[config.mk]
export PLATFORM = sky130hd
export DESIGN_NAME = link_led_drv
export DESIGN_NICKNAME = d
export VERILOG_FILES = /design/src/rtl/link_led_drv.sv
export SDC_FILE = /design/constraint.sdc
export NUM_CORES = 1
export LEC_CHECK = 0
export ABC_CLOCK_PERIOD_IN_PS = 2100
export BUFFER_PORTS_ARGS = -buffer_cell sky130_fd_sc_hd__buf_2
export CAP_MARGIN = 20
export CELL_PAD_IN_SITES_DETAIL_PLACEMENT = 1
export CELL_PAD_IN_SITES_GLOBAL_PLACEMENT = 1
export CORE_ASPECT_RATIO = 1.5
export CORE_UTILIZATION = 40
export DETAILED_ROUTE_END_ITERATION = 16
export MAX_ROUTING_LAYER = met4
export PLACE_DENSITY_LB_ADDON = 0.1
export SYNTH_ARGS = -nofsm -noshare
export SYNTH_HDL_FRONTEND = slang
export SYNTH_SLANG_ARGS = --single-unit
[constraint.sdc]
create_clock -name clk -period 2.1 [get_ports clk]
set_input_delay 0.315 -clock clk [delete_from_list [all_inputs] [get_ports clk]]
set_output_delay 0.315 -clock clk [all_outputs]
set_load 0.03 [all_outputs]
[src/rtl/link_led_drv.sv]
module link_led_drv #(
  parameter int WINDOW_CYCLES = 2_000_000
) (
  input  logic clk,
  input  logic rst_n,
  input  logic link_up,
  input  logic duplex_full,
  input  logic speed_100,
  input  logic autoneg_active,
  input  logic isolate,
  input  logic tx_activity,
  input  logic rx_activity,
  output logic fdx_led_n,
  output logic lnk_led_n,
  output logic spd_led_n
);
  localparam int CW = (WINDOW_CYCLES > 1) ? $clog2(WINDOW_CYCLES) : 1;
  localparam logic [CW-1:0] LAST = CW'(WINDOW_CYCLES - 1);

  typedef enum logic [1:0] {ST_IDLE, ST_DARK, ST_LIT} blink_t;

  blink_t        state;
  logic [CW-1:0] cnt;
  logic          pend;
  logic          act;
  logic          wend;

  assign act  = tx_activity | rx_activity;
  assign wend = (cnt == LAST);

  always_ff @(posedge clk) begin
    if (!rst_n || !link_up) begin
      state <= ST_IDLE;
      cnt   <= '0;
      pend  <= 1'b0;
    end else begin
      case (state)
        ST_IDLE: begin
          cnt <= '0;
          if (act) state <= ST_DARK;
        end
        ST_DARK: begin
          pend <= pend | act;
          if (wend) begin
            state <= ST_LIT;
            cnt   <= '0;
          end else begin
            cnt <= cnt + 1'b1;
          end
        end
        ST_LIT: begin
          if (wend) begin
            cnt   <= '0;
            pend  <= 1'b0;
            state <= (pend | act) ? ST_DARK : ST_IDLE;
          end else begin
            cnt  <= cnt + 1'b1;
            pend <= pend | act;
          end
        end
        default: state <= ST_IDLE;
      endcase
    end
  end

  assign fdx_led_n = ~(link_up & duplex_full);
  assign lnk_led_n = ~link_up | (state == ST_DARK);
  assign spd_led_n = isolate | ~(speed_100 | autoneg_active);
endmodule

==> results of run 1 <==
power groups by stage:
stage | clock, mW | sequential (mW) | combinational (mW)
2_1_floorplan | 0 | 0.470 | 0.0431
3_3_place_gp | 0 | 0.471 | 0.0715
3_5_place_dp | 0 | 0.471 | 0.0745
4_1_cts | 0.285 | 0.461 | 0.0748
5_1_grt | 0.303 | 0.461 | 0.0824
6_report | 0.271 | 0.460 | 0.0744
metal layers:
metal	vias up	GRT usage, %	share of wire, %
met4	0	7.94	0.87
met1	699	25.1	42
met3	4	2.66	0.56
met5	-	-	0
met2	3	48.1	57
li1	706	-	-
state kept, by name (all words and copies together), names as in the netlist:
signal	cells
cnt	21
state	2
pend	1
metrics by stage:
stage / utilization, % / power [mW] / worst slack [ns] / std cells / cell area, sq um
finish: 49.2 / 0.806 / 0.0804 / 244 / 1600
global route: 49.2 / 0.847 / 0.0100 / 244 / 1600
CTS: 48.8 / 0.821 / 0.0609 / 244 / 1590
detailed placement: 47.6 / 0.546 / 0.0830 / 241 / 1550
global placement: 47.6 / 0.542 / 0.132 / 241 / 1550
floorplan: - / 0.513 / 0.254 / 186 / 1400
cell usage after synthesis, types with 2 or more instances:
master	n	area, sq um
a211oi_1	2	15.0
a21o_1	2	15.0
a21oi_1	13	65.1
a2bb2oi_1	2	17.5
a31oi_1	5	31.3
and2_1	3	18.8
and3_1	3	18.8
clkbuf_1	4	15.0
dfxtp_1	24	480
ha_1	5	62.6
inv_1	11	41.3
mux2i_1	3	30.0
nand2_1	26	97.6
nand3_1	16	80.1
nand3b_1	2	15.0
nand4_1	2	12.5
nor2_1	18	67.6
nor3_1	3	15.0
nor4b_1	2	17.5
o211ai_1	2	15.0
o21ai_0	8	40.0
o31ai_1	2	15.0
or3_1	12	75.1
or4_1	3	22.5
layout make-up:
type	count	area (sq um)
Inverter	11	41.3
Multi-Input combinational cell	147	867
Tap cell	40	50.0
Sequential cell	24	487
Timing Repair Buffer	19	115
Fill cell	432	1650
Clock buffer	3	41.3
cells in the final DEF, fill, tap and decap left out, types with 8 or more instances in the layout:
| cell type | count |
|---|---|
| buf_4 | 8 |
| nand3_1 | 16 |
| a21oi_1 | 13 |
| buf_2 | 11 |
| nor2_1 | 18 |
| dfxtp_1 | 19 |
| o21ai_0 | 8 |
| inv_1 | 11 |
| nand2_1 | 26 |
| or3_1 | 12 |
worst register-to-register path, cell delays in order (launching register included):
cell	delay (ns)
dfxtp_1	0.36
ha_1	0.23
nand3_1	0.20
nor2_1	0.15
a211o_2	0.44
or4_1	0.50
nand3_1	0.10
path summary, 6_finish.rpt:
check	endpoint	slack [ns]
worst max register to register	cnt[18]	0.08
worst min register to register	cnt[20]	0.51
worst min-delay path	pend	0.48
worst max-delay path	cnt[18]	0.08
cells by family (layout without fill, tap and decap cells):
logic type / Yosys count / count (layout) / synth area share, %
buffers and inverters: 15 / 33 / 4.03
AO/OA/AOI/OAI: 40 / 40 / 17.5
multiplexers: 3 / 3 / 2.15
XOR/XNOR: 1 / 1 / 0.627
AND/OR/NAND/NOR: 98 / 98 / 36.9
adder cells (fa/ha/maj): 5 / 5 / 4.48
flip-flops: 24 / 24 / 34.4
==> metrics.yaml, run 1 <==
clock_tree:
  cts.sinks: 24
  htreeDepth: 1
  numCtsBuffers: 3
  cts_tree: "built"
  worstSkewPairLatency_ns: 0.26
  cts_setup_buffers: 0
  clk_pin_slew_ns: 0.08
  cts_resized: 0
  cts_root_buffer: "clkbuf_8"
  clock_path_buffers: 2
  cts_hold_buf: 0
setup_path:
  timing.rr.start: "cnt[0]"
  crit_start: "cnt[0]"
  crit_path_max_incr_delay_ns: 0.49
  crit_path_cell_trace: "ha_1 > nand3_1 > nor2_1 > a211o_2 > or4_1 > nand3_1"
  arrival_ns: 2.23
  crit_required_ns: 2.31
  criticalPathCategory: "reg2reg"
  crit_buf_inv: 0
  crit_family: "simple AND/OR/NAND/NOR gates"
  crit_fanout: 10
  cp-start-kind: "flip-flop"
  worstRegToRegCells: 6
  end_kind: "flip-flop"
  path_common_cell: "nand3_1"
  path_depth: 6
  slowest_stage: "or4_1"
job:
  maxCapViolations: 0
floorplanning:
  ios: 12
  die_area_sq_um: 3740
  die_w_um: 50.3
  rows: 25
  die_h_um: 74.4
  start_util_pct: 43.0
  core_region_area_sq_um: 3250
pwr:
  clock_power_share_pct: 33.7
  p_int_mw: 0.614
  ir_worst_vdd_v: 0.000290
  p_leak_nw: 0.542
  power_frac_seq_pct: 57.1
  p_sw_share_pct: 23.8
  powerDensity_nw_per_um2: 503
  comb_power_share_pct: 9.2
  switchingPower_mw: 0.192
sta:
  drv_slew: 0
  tightest_slew_ns: 0.527
  hold_viol: 0
  fmax_ghz: 0.495
  hold_slack_ns: 0.481
  skew_ns: 0.00244
  rsz0062_at_grt: "false"
  setup_viol: 0
  fin_crit_sh_pct: 96.2
  fin_crit_ns: 2.02
  slew_headroom_pct: 64.9
  tns_ns: 0
routing:
  drt-total-wl_um: 3920
  dr.pass1.iters: 4
  drtIter0Drc: 20
  vias_per_cell: 5.79
  detailroute.via_count: 1412
  drc: 0
  avgRoutedWirePerCell_um: 16.0
  final_antenna_net_count: 0
finish:
  nets: 220
  diodes: 0
  area_growth_pct: 14.6
  drive_gt1_share_pct: 16.7
yosys:
  yosysUniqueCellTypes: 37
  synth_area_per_cell_sq_um: 7.51
  synth_edf_count: 0
  synthArstFlopShare_pct: 0
  synthesis.area_sq_um: 1400
  ys_seq_area_share_pct: 34.4
  yosys_warnings: 0
  ys.flop_type: "dfxtp_1"
  syn_inst: 186
  ys_seq_elements: 24
  synthesis.nets: 200
grt:
  grt_max_degree: 17
  grt_usage_pct: 24.7
  grt_pass1_wl_um: 6840
  antenna_found_initial: 0
  grt_pass1_vias: 1519
  overflow: 0
min_path:
  worstHoldStart: "link_up"
  hp-class: "in2reg"
  whs_path_depth: 4
run_status:
  outcome: "completed"
placement:
  hpwl_um: 3070
  gp_congestion: 0.865
  port_buffers: 11
Power figures use the tool's default switching activity.
==> run 2: changes to the inputs <==
- MAX_ROUTING_LAYER: met4 -> not set
==> metrics.yaml, run 2 (same netlist as run 1, synthesis figures left out) <==
sta:
  tns_ns: 0
  tightest_slew_ns: 0.524
  fin_crit_ns: 2.02
  setup_viol: 0
  drv_slew: 0
  skew_ns: 0.00263
  hold_viol: 0
  fin_crit_sh_pct: 96.1
  rsz0062_at_grt: "false"
  hold_slack_ns: 0.481
  slew_headroom_pct: 65.1
  fmax_ghz: 0.495
routing:
  drt-total-wl_um: 3910
  detailroute.via_count: 1412
  drtIter0Drc: 23
  drc: 0
  vias_per_cell: 5.79
  dr.pass1.iters: 4
  avgRoutedWirePerCell_um: 16.0
  final_antenna_net_count: 0
clock_tree:
  cts_root_buffer: "clkbuf_8"
  htreeDepth: 1
  worstSkewPairLatency_ns: 0.26
  cts_tree: "built"
  numCtsBuffers: 3
  cts_setup_buffers: 0
  cts_resized: 0
  cts_hold_buf: 0
  cts.sinks: 24
  clock_path_buffers: 2
  clk_pin_slew_ns: 0.08
finish:
  top_register: "cnt"
  area_growth_pct: 14.6
  nets: 220
  drive_gt1_share_pct: 16.7
  multiInputGateArea_sq_um: 867
  largest_reg_flops: 21
  layout_commonest_cell: "nand2_1"
  final_util_pct: 49.2
  fillers: 432
  diodes: 0
  final_cell_mix: "nand2_1, dfxtp_1, nor2_1"
  final_area_sq_um: 1600
  top_regs: "cnt (21), state (2), pend (1)"
  register_area_sq_um: 487
setup_path:
  cp-start-kind: "flip-flop"
  path_common_cell: "nand3_1"
  timing.rr.start: "cnt[0]"
  crit_required_ns: 2.31
  criticalPathCategory: "reg2reg"
  worstRegToRegCells: 6
  end_kind: "flip-flop"
  crit_path_max_incr_delay_ns: 0.49
  crit_path_cell_trace: "ha_1 > nand3_1 > nor2_1 > a211o_2 > or4_1 > nand3_1"
  rrSetupSlack_ns: 0.08
  crit_family: "simple AND/OR/NAND/NOR gates"
  arrival_ns: 2.23
  crit_fanout: 10
  reg2reg_to: "cnt[18]"
  crit_buf_inv: 0
  slowest_stage: "or4_1"
grt:
  grt_usage_pct: 23.9
  overflow: 0
  antenna_found_initial: 0
  grt_pass1_wl_um: 6820
  grt_max_degree: 17
  grt_pass1_vias: 1519
floorplanning:
  core_region_area_sq_um: 3250
  die_h_um: 74.4
  start_util_pct: 43.0
  die_w_um: 50.3
  die_area_sq_um: 3740
  ios: 12
  rows: 25
min_path:
  min_to: "pend"
  whs_path_depth: 4
  worstHoldStart: "link_up"
  hp-class: "in2reg"
placement:
  port_buffers: 11
  place_area_sq_um: 1550
  hpwl_um: 3070
  gp_congestion: 0.852
pwr:
  comb_power_share_pct: 9.2
  p_leak_nw: 0.542
  p_int_mw: 0.614
  clock_power_share_pct: 33.6
  ir_worst_vdd_v: 0.000290
  power_frac_seq_pct: 57.1
  switchingPower_mw: 0.192
  p_sw_share_pct: 23.8
  powerDensity_nw_per_um2: 503
run_status:
  outcome: "completed"
job:
  maxCapViolations: 0
run 2: cell counts in the layout (fill, tap and decap cells not counted):
Identical to the previous run, type by type.
run 2: routing by layer:
metal / track usage (%) / vias to the layer above / wire length, um
li1: - / 705 / -
met1: 25.0 / 700 / 1650
met2: 48.1 / 3 / 2210
met3: 2.66 / 4 / 20
met4: 7.94 / 0 / 34
met5: 0 / - / 0
run 2: worst min-delay path, cell delays in order:
cell	delay, ns
buf_2	0.12
and2_1	0.14
o21ai_0	0.08
a31oi_1	0.05
run 2: final cells by class:
cell class	count	share of cell area, %
clock buffer	3	2.58
inverter	11	2.58
multi-input combinational	147	54.1
sequential	24	30.4
tap	40	3.12
timing repair buffer	19	7.19
run 2: how the worst max path moves through the flow:
stage,start,endpoint,slack (ns),cells past startpoint
3_5_place_dp,cnt[9],cnt[19],0.08,5
6_report,cnt[0],cnt[18],0.08,6
4_1_cts,cnt[0],cnt[18],0.06,6
2_1_floorplan,cnt[4],cnt[19],0.25,5
3_3_place_gp,cnt[4],cnt[19],0.13,5
5_1_grt,cnt[0],cnt[18],0.01,6
run 2: power groups by stage:
| stage | Sequential (mW) | Combinational (mW) | Clock [mW] |
|---|---|---|---|
| final | 0.460 | 0.0745 | 0.271 |
| after global routing | 0.461 | 0.0822 | 0.303 |
| after detailed placement | 0.471 | 0.0745 | 0 |
| after global placement | 0.471 | 0.0715 | 0 |
| after CTS | 0.461 | 0.0748 | 0.285 |
| after floorplan | 0.470 | 0.0431 | 0 |
run 2: per-stage QoR:
step | total power [mW] | cells | worst slack [ns]
2_1_floorplan | 0.513 | 186 | 0.254
3_3_place_gp | 0.542 | 241 | 0.132
3_5_place_dp | 0.546 | 241 | 0.0830
4_1_cts | 0.821 | 244 | 0.0609
5_1_grt | 0.846 | 244 | 0.0100
6_report | 0.806 | 244 | 0.0816
==> run 3: changes to the inputs <==
- ABC_AREA: not set -> 1
==> metrics.yaml, run 3 <==
sta:
  tightest_slew_ns: 0.381
  tns_ns: 0
  rsz0062_at_grt: "false"
  setup_viol: 0
  fin_crit_sh_pct: 81.1
  skew_ns: 0.00319
  slew_headroom_pct: 74.5
  fin_crit_ns: 1.70
  hold_viol: 0
  drv_slew: 0
  fmax_ghz: 0.587
yosys:
  yosysMostFrequentCell: "nand2_1"
  yosysTopAreaCell: "dfxtp_1"
  synth.area.top_cells: "dfxtp_1, nand2_1, nor2_1"
  synth_edf_count: 0
  synthesis.nets: 259
  ys_seq_area_share_pct: 30.3
  yosysTopAreaCellShare_pct: 30.3
  ys_seq_elements: 24
  synthesis.area_sq_um: 1590
  syn_inst: 245
  synthArstFlopShare_pct: 0
  synth_area_per_cell_sq_um: 6.48
  ys.flop_type: "dfxtp_1"
  yosysUniqueCellTypes: 28
  synth_common_cells: "nand2_1, nor2_1, inv_1, dfxtp_1, a21oi_1"
  yosys_warnings: 0
grt:
  grt_pass1_vias: 1603
  antenna_found_initial: 0
  grt_pass1_wl_um: 7400
  overflow: 0
  grt_max_degree: 13
  grt_usage_pct: 23.8
clock_tree:
  cts_setup_buffers: 0
  htreeDepth: 1
  worstSkewPairLatency_ns: 0.27
  cts_resized: 0
  numCtsBuffers: 3
  clock_path_buffers: 2
  clk_pin_slew_ns: 0.09
  cts_hold_buf: 0
  cts_tree: "built"
  cts_root_buffer: "clkbuf_8"
  cts.sinks: 24
setup_path:
  cp-start-kind: "flip-flop"
  arrival_ns: 1.91
  end_kind: "flip-flop"
  timing.rr.start: "state[0]"
  criticalPathCategory: "reg2reg"
  worstRegToRegCells: 8
  crit_start: "state[0]"
  crit_fanout: 10
  crit_required_ns: 2.31
pwr:
  comb_power_share_pct: 15.1
  clock_power_share_pct: 32.0
  p_int_mw: 0.634
  power_frac_seq_pct: 53.0
  ir_worst_vdd_v: 0.000380
  p_leak_nw: 0.662
  powerDensity_nw_per_um2: 508
  switchingPower_mw: 0.248
  p_sw_share_pct: 28.1
finish:
  area_growth_pct: 9.46
  nets: 273
  top_register: "cnt"
  diodes: 0
  final_cells: 300
  layout_commonest_cell: "nand2_1"
  drive_gt1_share_pct: 17.1
  largest_reg_flops: 21
  top_regs: "cnt (21), state (2), pend (1)"
  final_cell_mix: "nand2_1, nor2_1, inv_1"
min_path:
  whs_path_depth: 4
  hp-class: "in2reg"
  worstHoldStart: "tx_activity"
floorplanning:
  core_region_area_sq_um: 3720
  rows: 27
  start_util_pct: 42.7
  die_area_sq_um: 4230
  die_w_um: 53.4
  die_h_um: 79.1
  ios: 12
routing:
  final_antenna_net_count: 0
  drt-total-wl_um: 4390
  detailroute.via_count: 1590
  drtIter0Drc: 28
  vias_per_cell: 5.30
  avgRoutedWirePerCell_um: 14.6
  dr.pass1.iters: 4
  drc: 0
run_status:
  outcome: "completed"
placement:
  hpwl_um: 3490
  port_buffers: 11
  gp_congestion: 0.799
  dp_cells: 297
job:
  maxCapViolations: 0
-- run 3: layer usage --
metal  GRT usage (%)  vias to the layer above  part of all wire (%)
li1                -                      820                     -
met1            27.4                      749                    43
met2            44.4                       16                    54
met3            1.72                        5                   1.6
met4            7.11                        0                   1.3
met5               0                        -                     0
-- run 3: cell type report --
type | count | area [sq um]
fillers | 540 | 1980
multi-input cells | 186 | 971
flip-flops and latches | 24 | 480
inverters | 30 | 113
repair buffers | 14 | 77.6
well taps | 43 | 53.8
clock buffers | 3 | 41.3
-- run 3: power by group through the flow --
stage               sequential (mW)  clock [mW]  combinational, mW
detailed placement            0.478           0              0.135
CTS                           0.467       0.292              0.135
global placement              0.478           0              0.132
floorplan                     0.476           0             0.0945
finish                        0.467       0.282              0.133
global route                  0.468       0.312              0.150
-- run 3: worst paths after layout --
path / slack (ns) / to
setup / recovery: 0.40 / cnt[15]
hold / removal: 0.48 / pend
setup reg to reg: 0.40 / cnt[15]
hold reg to reg: 0.50 / cnt[1]
-- run 3: stage by stage --
stage	setup WS, ns	power, mW	instance area, sq um	hold WS, ns	util (%)
floorplan	0.715	0.571	1590	0.463	-
global placement	0.479	0.609	1700	0.483	45.6
detailed placement	0.406	0.612	1700	0.493	45.6
CTS	0.380	0.894	1740	0.471	46.7
global route	0.227	0.931	1740	0.505	46.7
finish	0.397	0.882	1740	0.476	46.7
-- run 3: kinds of logic after synthesis --
group | synth area share, %
and+or+nand+nor | 44.4
AOI/OAI and AO/OA | 12.9
buffers and inverters | 8.52
DFF | 30.3
adders and majority gates | 3.94
-- run 3: critical path, cell delays in order, from the launching register on --
cell and delay, ns:
dfxtp_1 0.39, inv_1 0.08, ha_1 0.44, inv_1 0.13, nor2_1 0.10, nand2_1 0.07, inv_2 0.17, o21ai_0 0.13
a21oi_1 0.13
